`config.mk`:
```
export PLATFORM = sky130hd
export DESIGN_NAME = sio_cfg_port
export DESIGN_NICKNAME = d
export VERILOG_FILES = /design/src/rtl/sio_cfg_pkg.sv /design/src/rtl/sio_cfg_edge.sv /design/src/rtl/sio_cfg_index_port.sv /design/src/rtl/sio_cfg_regfile.sv /design/src/rtl/sio_cfg_port.sv
export SDC_FILE = /design/constraint.sdc
export NUM_CORES = 1
export LEC_CHECK = 0
export BUFFER_PORTS_ARGS = -buffer_cell sky130_fd_sc_hd__clkbuf_2
export CELL_PAD_IN_SITES_DETAIL_PLACEMENT = 1
export CELL_PAD_IN_SITES_GLOBAL_PLACEMENT = 1
export CORE_ASPECT_RATIO = 0.8
export CORE_UTILIZATION = 30
export DETAILED_ROUTE_END_ITERATION = 8
export PLACE_DENSITY_LB_ADDON = 0.25
export SLEW_MARGIN = 20
export SYNTH_ARGS = -nofsm -noshare
export SYNTH_HDL_FRONTEND = slang
export SYNTH_SLANG_ARGS = --single-unit
```
`constraint.sdc`:
```
create_clock -name clk -period 1.6 [get_ports clk]
set_input_delay 0.16 -clock clk [delete_from_list [all_inputs] [get_ports clk]]
set_output_delay 0.16 -clock clk [all_outputs]
set_load 0.03 [all_outputs]
```
`src/rtl/sio_cfg_pkg.sv`:
```
package sio_cfg_pkg;
  localparam int CFG_DW      = 8;
  localparam int CFG_NREG    = 3;
  localparam int CFG_STRAP_W = 5;
  localparam logic [CFG_DW-1:0] ID_FIRST  = 8'h88;
  localparam logic [CFG_DW-1:0] ID_SECOND = 8'h00;

  typedef enum logic [1:0] {
    ID_AT_FIRST  = 2'd0,
    ID_AT_SECOND = 2'd1,
    ID_DONE      = 2'd2
  } id_step_t;

  // Reset contents of register slot k for a given strap value.
  function automatic logic [CFG_DW-1:0] strap_reg(input logic [CFG_STRAP_W-1:0] s,
                                                 input int k);
    logic [CFG_DW-1:0] ena, adr, pwr;
    case (s)
      5'd1:    begin ena = 8'h4F; adr = 8'h11; pwr = 8'h00; end
      5'd12:   begin ena = 8'h0F; adr = 8'h10; pwr = 8'h00; end
      5'd31:   begin ena = 8'h00; adr = 8'h10; pwr = 8'h02; end
      default: begin
        ena = 8'h40 | {3'b000, s};
        adr = 8'h10 | {6'b000000, s[1:0]};
        pwr = 8'h00;
      end
    endcase
    case (k)
      0:       return ena;
      1:       return adr;
      default: return pwr;
    endcase
  endfunction
endpackage

```
`src/rtl/sio_cfg_edge.sv`:
```
module sio_cfg_edge (
  input  logic clk,
  input  logic rst,
  input  logic lvl,
  output logic rise
);
  logic lvl_q;
  always_ff @(posedge clk) begin
    if (rst) lvl_q <= 1'b0;
    else     lvl_q <= lvl;
  end
  assign rise = lvl & ~lvl_q;
endmodule

```
`src/rtl/sio_cfg_index_port.sv`:
```
module sio_cfg_index_port
  import sio_cfg_pkg::*;
#(
  parameter int DW = CFG_DW
) (
  input  logic          clk,
  input  logic          rst,
  input  logic          rd_fire,
  input  logic          wr_fire,
  input  logic          a0,
  input  logic [DW-1:0] wdata,
  output logic [DW-1:0] sel_idx,
  output logic [DW-1:0] idx_rdata
);
  id_step_t step_q;

  always_ff @(posedge clk) begin
    if (rst) begin
      step_q  <= ID_AT_FIRST;
      sel_idx <= '0;
    end else if (wr_fire && !a0) begin
      sel_idx <= wdata;
      step_q  <= ID_DONE;
    end else if (rd_fire && !a0) begin
      case (step_q)
        ID_AT_FIRST:  step_q <= ID_AT_SECOND;
        ID_AT_SECOND: step_q <= ID_DONE;
        default:      step_q <= ID_DONE;
      endcase
    end
  end

  always_comb begin
    case (step_q)
      ID_AT_FIRST:  idx_rdata = ID_FIRST;
      ID_AT_SECOND: idx_rdata = ID_SECOND;
      default:      idx_rdata = sel_idx;
    endcase
  end

  // an index write ends the ID sequence and captures the index
  p_idx_write_ends_id_r5: assert property (@(posedge clk) disable iff (rst)
    (wr_fire && !a0) |=> (step_q == ID_DONE && sel_idx == $past(wdata)));

  // no index-port read edge, no index write -> the step stays put
  p_step_needs_edge_r8: assert property (@(posedge clk) disable iff (rst)
    (!(rd_fire && !a0) && !(wr_fire && !a0)) |=> $stable(step_q));

  // after the sequence has ended it never restarts without reset
  p_id_no_restart_r4: assert property (@(posedge clk) disable iff (rst)
    (step_q == ID_DONE) |=> (step_q == ID_DONE));
endmodule

```
`src/rtl/sio_cfg_regfile.sv`:
```
module sio_cfg_regfile
  import sio_cfg_pkg::*;
#(
  parameter int DW      = CFG_DW,
  parameter int NREG    = CFG_NREG,
  parameter int STRAP_W = CFG_STRAP_W
) (
  input  logic               clk,
  input  logic               rst,
  input  logic [STRAP_W-1:0] strap,
  input  logic               wr_fire,
  input  logic               a0,
  input  logic [DW-1:0]      sel_idx,
  input  logic [DW-1:0]      wdata,
  output logic [NREG*DW-1:0] regs_flat,
  output logic [DW-1:0]      data_rdata,
  output logic               changed
);
  logic [DW-1:0] regs_q [NREG];
  logic [NREG-1:0] diff;

  for (genvar i = 0; i < NREG; i++) begin : g_slot
    logic hit;
    assign hit  = wr_fire && a0 && (sel_idx == DW'(i));
    assign diff[i] = hit && (wdata != regs_q[i]);
    always_ff @(posedge clk) begin
      if (rst)      regs_q[i] <= strap_reg(strap, i);
      else if (hit) regs_q[i] <= wdata;
    end
    assign regs_flat[i*DW +: DW] = regs_q[i];
  end

  always_ff @(posedge clk) begin
    if (rst) changed <= 1'b0;
    else     changed <= |diff;
  end

  always_comb begin
    data_rdata = '0;
    for (int i = 0; i < NREG; i++)
      if (sel_idx == DW'(i)) data_rdata = regs_q[i];
  end

  // a data write to an out-of-range slot leaves every register alone
  p_oob_write_ignored_r2: assert property (@(posedge clk) disable iff (rst)
    (wr_fire && a0 && (sel_idx >= DW'(NREG))) |=> $stable(regs_flat));

  // the pulse only ever follows a data-port write edge
  p_pulse_after_write_r9: assert property (@(posedge clk) disable iff (rst)
    changed |-> $past(wr_fire && a0));

  // the pulse lasts one cycle
  p_pulse_single_r9: assert property (@(posedge clk) disable iff (rst)
    changed |=> !changed);
endmodule

```
`src/rtl/sio_cfg_port.sv`:
```
module sio_cfg_port
  import sio_cfg_pkg::*;
#(
  parameter int DW      = CFG_DW,
  parameter int NREG    = CFG_NREG,
  parameter int STRAP_W = CFG_STRAP_W
) (
  input  logic               clk,
  input  logic               rst,
  input  logic [STRAP_W-1:0] strap,
  input  logic               bus_a0,
  input  logic               bus_wr,
  input  logic               bus_rd,
  input  logic [DW-1:0]      bus_wdata,
  output logic [DW-1:0]      bus_rdata,
  output logic [DW-1:0]      func_enable,
  output logic [DW-1:0]      func_address,
  output logic [DW-1:0]      power_test,
  output logic               cfg_changed
);
  logic wr_rise, rd_rise, rd_fire;
  logic [DW-1:0] sel_idx, idx_rdata, data_rdata;
  logic [NREG*DW-1:0] regs_flat;

  sio_cfg_edge u_wr_edge (.clk(clk), .rst(rst), .lvl(bus_wr), .rise(wr_rise));
  sio_cfg_edge u_rd_edge (.clk(clk), .rst(rst), .lvl(bus_rd), .rise(rd_rise));

  // a write rising together with a read wins
  assign rd_fire = rd_rise & ~wr_rise;

  sio_cfg_index_port #(.DW(DW)) u_index (
    .clk(clk), .rst(rst), .rd_fire(rd_fire), .wr_fire(wr_rise),
    .a0(bus_a0), .wdata(bus_wdata), .sel_idx(sel_idx), .idx_rdata(idx_rdata)
  );

  sio_cfg_regfile #(.DW(DW), .NREG(NREG), .STRAP_W(STRAP_W)) u_regs (
    .clk(clk), .rst(rst), .strap(strap), .wr_fire(wr_rise), .a0(bus_a0),
    .sel_idx(sel_idx), .wdata(bus_wdata), .regs_flat(regs_flat),
    .data_rdata(data_rdata), .changed(cfg_changed)
  );

  always_ff @(posedge clk) begin
    if (rst)          bus_rdata <= '0;
    else if (rd_fire) bus_rdata <= bus_a0 ? data_rdata : idx_rdata;
  end

  assign func_enable  = regs_flat[0*DW +: DW];
  assign func_address = regs_flat[1*DW +: DW];
  assign power_test   = regs_flat[2*DW +: DW];

  // read data holds between reads
  p_rdata_hold_r7: assert property (@(posedge clk) disable iff (rst)
    !rd_fire |=> $stable(bus_rdata));

  // a data read of an unused slot yields zero
  p_oob_read_zero_r3: assert property (@(posedge clk) disable iff (rst)
    (rd_fire && bus_a0 && (sel_idx >= DW'(NREG))) |=> (bus_rdata == '0));
endmodule

```
==> results of run 1 <==
==> layout make-up <==
class	count	area, sq um
Sequential cell	45	1141
Tap cell	108	135.1
Multi-Input combinational cell	200	1304
Fill cell	962	4933
Timing Repair Buffer	73	422.9
Inverter	2	7.507
Clock buffer	8	111.4
==> cell families after synthesis <==
family | synth area share [%]
AOI/OAI and AO/OA | 17.63
xor gates and xnor gates | 8.296
buffers and inverters | 5.185
DFF | 45.04
muxes | 0.7902
and+or+nand+nor | 23.06
==> metrics by stage <==
step	hold WS, ns	setup WS, ns	area [sq um]
floorplan	0.2316	0.05310	2537
global placement	0.3833	0.009310	2957
detailed placement	0.4079	-0.02328	2957
CTS	0.09351	-0.006194	3099
global route	0.1074	-0.005819	3122
finish	0.09685	0.04751	3122
==> registers in the layout, summed over array words and instances (netlist names) <==
name             cells
u_regs.regs_q       24
u_wr_edge.lvl_q      1
u_index.sel_idx      8
bus_rdata            8
u_index.step_q       2
u_regs.changed       1
u_rd_edge.lvl_q      1
==> power groups by stage <==
stage	combinational [mW]	sequential (mW)	clock, mW
floorplan	0.275	1.44	0
global placement	0.524	1.37	0
detailed placement	0.533	1.37	0
CTS	0.546	1.34	0.851
global route	0.601	1.35	0.894
finish	0.555	1.34	0.835
==> per-layer routing <==
layer | track usage, % | part of all wire [%]
met1 | 27.47 | 52
met2 | 27.87 | 44
met3 | 2.795 | 3.6
met4 | 4.097 | 0.48
met5 | 0 | 0
==> final timing paths <==
kind / endpoint / slack [ns] / cells after the start
setup / recovery: u_regs.regs_q[0][1] / 0.05 / 4
hold / removal: u_rd_edge.lvl_q / 0.1 / 2
setup reg to reg: u_regs.regs_q[0][1] / 0.05 / 4
hold reg to reg: bus_rdata[7] / 0.51 / 2
==> synth_stat cells (all sizes together) <==
library cell	number	area, sq um
and2	15	93.84
o21a	1	7.510
and4	9	80.08
mux2i	2	20.02
nand2	20	75.07
nand2b	2	12.51
xnor2	24	210.2
o2bb2ai	8	70.07
nand3	8	40.04
or3	1	6.260
and3	1	7.510
a21o	1	7.510
edfxtp	24	720.7
o21bai	4	30.03
nor3	6	30.03
nor3b	2	15.01
nor4	1	21.27
nor2	15	56.30
dfxtp	21	420.4
buf	15	90.08
o21ai	27	138.9
a21oi	21	105.1
clkbuf	9	33.78
o22ai	6	37.54
nor4b	1	23.77
and2b	1	7.510
o21ba	1	10.01
inv	2	7.510
o31ai	1	7.510
a31o	2	17.52
nand4	8	50.05
and3b	1	8.760
a211oi	2	15.01
nor2b	9	56.30
==> cell usage in the layout (no fill, tap or decap), drive strengths merged <==
master / instances
clkbuf: 58
o21ai: 27
xnor2: 24
edfxtp: 24
buf: 23
a21oi: 21
dfxtp: 21
nand2: 20
nor2: 15
and2: 15
nor2b: 9
and4: 9
nand4: 8
o2bb2ai: 8
nand3: 8
nor3: 6
o22ai: 6
o21bai: 4
nor3b: 2
inv: 2
a31o: 2
nand2b: 2
mux2i: 2
a211oi: 2
nor4: 1
nor4b: 1
o31ai: 1
or3: 1
a21o: 1
and3b: 1
o21a: 1
and3: 1
and2b: 1
o21ba: 1
==> repair_timing <==
item                       CTS  global route
resized for setup            4             8
pin swaps                    0             2
setup buffers                1             1
setup endpoints to repair   26            45
gates cloned                 0             0
==> summary.txt, run 1 <==
Setup path
  – CP arrival: 1.56 ns
  – Worst-path maximum fanout: 8
  – Worst r2r src: u_index.sel_idx[5]
  – Critical path launch point: u_index.sel_idx[5]
  – Cell family with most CP delay: simple AND/OR/NAND/NOR gates
  – Worst path slowest cell: dfxtp_1
  – Setup crit end kind: flop
  – Worst EP required: roughly 1.6 ns
  – CP max stage delay: roughly 0.36 ns
  – Kind of critical path: reg -> reg
  – Worst setup SP type: flop
  – Buf/Inv on CP: 1
  – CP Cell Sequence: nor4_4 > buf_4 > and3_4 > a31o_4

Detailed routing
  – Detailed Route Iter0 Violations: just under 100
  – Final wirelength: a little under 8 mm
  – First drt pass iteration count: 4
  – DRC violation count after routing: 0
  – Vias per cell: 5.103
  – Via count: 2,225
  – WL/cell: 18.01 um
  – Final ANT Viol Nets: 0

Power
  – Peak VDD IR: 0.3306 mV
  – Reg power frac: a little under 50%
  – Net switching power: a little under 0.8 mW
  – Clock share of power: a little over 30%
  – P per Cell Area: between 800 and 900 mW/mm^2
  – Sw Share: slightly below 30%
  – Int Pwr: ~1.9 mW
  – Leak: between 1 and 1.5 nW
  – Comb pwr share: 20.3%
  – Power, Total: about 2.7 mW

Global route
  – Pin count of the biggest net entering global routing: 24
  – Initial antenna violation count: 0
  – Total GRT Usage: between 10% and 20%
  – Number of global-route vias before repair: 2,230
  – Global-route wire length before repair: 12.41 mm
  – GRT overflow: 0

Floorplan
  – Ports: 51
  – Core Rows: 29
  – Die ar.: around 0.0088 sq mm
  – Die width: around 100 um
  – Core box area: 0.008055 sq mm
  – Die height: 84.20 um
  – Starting density of the core: between 30% and 40%

Clock network
  – Clk Latency, worst-skew pair: 0.30 ns
  – Hold buffers post-CTS: 0
  – Max clock buf depth: 2
  – CTS tree: yes
  – Clock Sinks: between 40 and 50
  – Clock buffer count from CTS: 5
  – Max H-tree Level: 2
  – Worst-path clk slew: 0.09 ns
  – Clock Tree Root: clkbuf_8

Timing
  – Crit share post-route: a little over nine tenths
  – Hold Fails Final Rpt: 0
  – Clock skew: 0.009363 ns
  – RSZ-0062 raised after global routing: true
  – Actual slew at the worst max-slew pin: ~0.34 ns
  – Setup TNS: 0 ns
  – Achievable Freq: between 0.6 and 0.7 GHz
  – Setup violators final: 0
  – Post-layout min period: between 1.5 and 2 ns
  – Pins Over Slew Limit: 0
  – Slew headroom: between 70% and 80%

Synth
  – #FFs+latches synth: 45
  – Sequential area share after synthesis: a little under half
  – Synthesized Nets: between 200 and 300
  – Post-synthesis cell area: approximately 0.0025 sq mm
  – Synthesized area per cell: between 9 and 10 sq um
  – Cells after synthesis: between 200 and 300
  – Synth warn: 0
  – Netlist cell types: 40

Finish
  – Layout cells sized above 1: about 28%
  – Post-layout util: between 30% and 40%
  – Antenna cells: 0
  – Layout Cells excl Fill: roughly 440
  – Total Nets Final: 345
  – Area growth syn-to-layout: 23.21%

Place
  – DP Wirelength: 6.168 mm
  – Placed cell count: about 430
  – Gpl congestion: ~0.8
  – Port buffer count: 50

Worst hold path
  – Hold Path Origin: bus_rd
  – HP Class: in -> reg

Flow run
  – Max-Cap Viols: 0

Run status
  – Outcome: finished clean
Power figures use the tool's default switching activity.
==> run 2: changes to the inputs <==
==> constraint.sdc (replaced) <==
create_clock -name clk -period 1.6 [get_ports clk]
set_input_delay 0.08 -clock clk [delete_from_list [all_inputs] [get_ports clk]]
set_output_delay 0.08 -clock clk [all_outputs]
set_load 0.03 [all_outputs]
==> run 2 against run 1 <==
Hold slack worse by 0.090 ns. Routed wire length shrank 1.2%. First-iteration DRC count increased by 5.1%. Critical path type unchanged.
==> summary.txt, run 2 (same netlist as run 1, synthesis figures left out) <==
Finish
  – Largest register FFs: 24 (unchanged)
  – Most frequent cells in the layout: clkbuf_2 (50), o21ai_0 (24), xnor2_1 (24), edfxtp_1 (24), buf_4 (22)
  – Top Registers: u_regs.regs_q x24, bus_rdata x8, u_index.sel_idx x8
  – Top reg by flops: u_regs.regs_q
  – Total Nets Final: 347 (+0.58%)
  – Layout cells sized above 1: 29.39% (+1.3 points)
  – Commonest non-fill, non-tap cell in the layout: clkbuf_2
  – Fillers: 975 (+1.4%)
  – Area growth syn-to-layout: 23.65%
  – Antenna cells: 0 (unchanged)

Floorplan
  – Ports: 51 (unchanged)
  – Die width: 104.7 um (unchanged)
  – Die ar.: 0.008820 sq mm (unchanged)
  – Core Rows: 29 (unchanged)
  – Core box area: 0.008055 sq mm (unchanged)
  – Die height: 84.20 um (unchanged)
  – Starting density of the core: 31.45% (unchanged)

Clock network
  – Clock Sinks: 45 (unchanged)
  – Max clock buf depth: 2 (unchanged)
  – Clk Latency, worst-skew pair: 0.29 ns (about the same)
  – Clock buffer count from CTS: 5 (unchanged)
  – CTS tree: yes
  – Clock Tree Root: clkbuf_8
  – Hold buffers post-CTS: 0 (unchanged)
  – Worst-path clk slew: 0.08 ns (about the same)
  – Max H-tree Level: 2 (unchanged)

Global route
  – GRT overflow: 0 (unchanged)
  – Pin count of the biggest net entering global routing: 24 (unchanged)
  – Initial antenna violation count: 0 (unchanged)
  – Global-route wire length before repair: 12.18 mm (-1.9%)
  – Total GRT Usage: 17.95% (-0.43 points)
  – Number of global-route vias before repair: 2,169 (-2.7%)

Detailed routing
  – Detailed Route Iter0 Violations: 103 (+5.1%)
  – First drt pass iteration count: 4 (unchanged)
  – Via count: 2,268 (+1.9%)
  – WL/cell: 17.71 um (-1.7%)
  – Final wirelength: 7.758 mm (-1.2%)
  – Final ANT Viol Nets: 0 (unchanged)
  – Vias per cell: 5.178 (+1.5%)
  – DRC violation count after routing: 0 (unchanged)

Power
  – P per Cell Area: 839.3 mW/mm^2 (-4.1%)
  – Leak: 1.200 nW (+0.38%)
  – Peak VDD IR: 0.4588 mV (+39%)
  – Power, Total: 2.629 mW (-3.7%)

Setup path
  – Terminus of the critical flop-to-flop path: u_regs.regs_q[1][0]
  – CP Cell Sequence: nor4_4 > buf_4 > buf_4 > and4_4 > buf_4 > o21ai_0
  – Worst-path maximum fanout: 6 (-2)
  – Kind of critical path: reg -> reg
  – Buf/Inv on CP: 3 (+2)
  – Worst setup endpoint: u_regs.regs_q[1][0]
  – CP Depth: 6 (+2)
  – CP arrival: 1.60 ns (+0.04 ns)
  – Worst reg2reg setup slack: 0.05 ns (about the same)
  – Critical path launch point: u_index.sel_idx[2]
  – Worst EP required: 1.65 ns (+0.04 ns)
  – Worst Reg-to-Reg Cells: 6 (+2)
  – Worst path slowest cell: dfxtp_2
  – Worst r2r src: u_index.sel_idx[2]
  – Worst setup SP type: flop
  – Cell family with most CP delay: simple AND/OR/NAND/NOR gates
  – Setup crit end kind: flop
  – CP max stage delay: 0.34 ns (-0.02 ns)
  – Cell mode on critical path: buf_4

Timing
  – Clock skew: 0.004316 ns (-0.005047 ns)
  – Achievable Freq: 0.6433 GHz (-0.13%)
  – Setup TNS: 0 ns (unchanged)
  – Pins Over Slew Limit: 0 (unchanged)
  – Post-layout min period: 1.554 ns (+0.001955 ns)
  – Hold Fails Final Rpt: 0 (unchanged)
  – Slew headroom: 74.36% (-2.6 points)
  – Crit share post-route: 97.15% (+0.12 points)
  – RSZ-0062 raised after global routing: true
  – Setup violators final: 0 (unchanged)
  – Actual slew at the worst max-slew pin: 0.3829 ns (+0.03954 ns)

Place
  – Gpl congestion: 0.8102 (-1.7%)
  – DP Wirelength: 6.014 mm (-2.5%)
  – Port buffer count: 50 (unchanged)

Run status
  – Outcome: finished clean

Flow run
  – Max-Cap Viols: 0 (unchanged)

Worst hold path
  – HP Class: in -> reg
-- run 2: cell count changes in the layout (fill, tap and decap cells not counted), sizes merged --
| cell | change |
|---|---|
| buf | +2 |
-- run 2: worst min-delay path by stage --
| stage | startpoint | to | slack [ns] | depth (start not counted) |
|---|---|---|---|---|
| 4_1_cts | bus_rd | u_rd_edge.lvl_q | 0.0001 | 2 |
| 3_5_place_dp | bus_rd | u_rd_edge.lvl_q | 0.31 | 2 |
| 2_1_floorplan | rst | u_rd_edge.lvl_q | 0.15 | 1 |
| 6_report | bus_rd | u_rd_edge.lvl_q | 0.007 | 2 |
| 3_3_place_gp | bus_rd | u_rd_edge.lvl_q | 0.30 | 2 |
| 5_1_grt | bus_rd | u_rd_edge.lvl_q | 0.02 | 2 |
-- run 2: repair_timing --
action,CTS,global route
setup endpoints to repair,29,47
gates resized for setup,5,12
setup buffers,1,2
pin swaps,3,2
-- run 2: metrics by stage --
step / utilization, % / instances / setup slack, ns / hold slack [ns] / area, sq um
floorplan: - / 271 / 0.05310 / 0.1516 / 2537
global placement: 36.80 / 427 / 0.009685 / 0.3030 / 2964
detailed placement: 36.80 / 427 / -0.04803 / 0.3121 / 2964
CTS: 38.23 / 436 / -0.03889 / 0.0001403 / 3079
global route: 38.89 / 438 / -0.001544 / 0.01883 / 3133
finish: 38.89 / 438 / 0.04556 / 0.006637 / 3133
-- run 2: cell type report --
cell class	instances	area, sq um	share of cell area [%]
multi-input combinational	200	1306	41.69
sequential	45	1145	36.54
timing repair buffer	75	449.2	14.34
tap	108	135.1	4.313
clock buffer	8	90.09	2.875
inverter	2	7.507	0.2396
-- run 2: per-layer routing --
metal	track usage [%]	routed length [um]	up-vias
li1	-	-	1100
met1	27.10	4027	1114
met3	2.484	268	6
met2	27.09	3380	48
met5	0	0	-
met4	3.969	81	0
-- run 2: power breakdown --
| part | total (mW) | internal [mW] | leakage, nW | switching [mW] |
|---|---|---|---|---|
| Combinational | 0.561 | 0.216 | 0.743 | 0.345 |
| Clock | 0.728 | 0.353 | 0.0455 | 0.375 |
| Sequential | 1.34 | 1.28 | 0.412 | 0.0614 |
| Total | 2.63 | 1.85 | 1.20 | 0.781 |
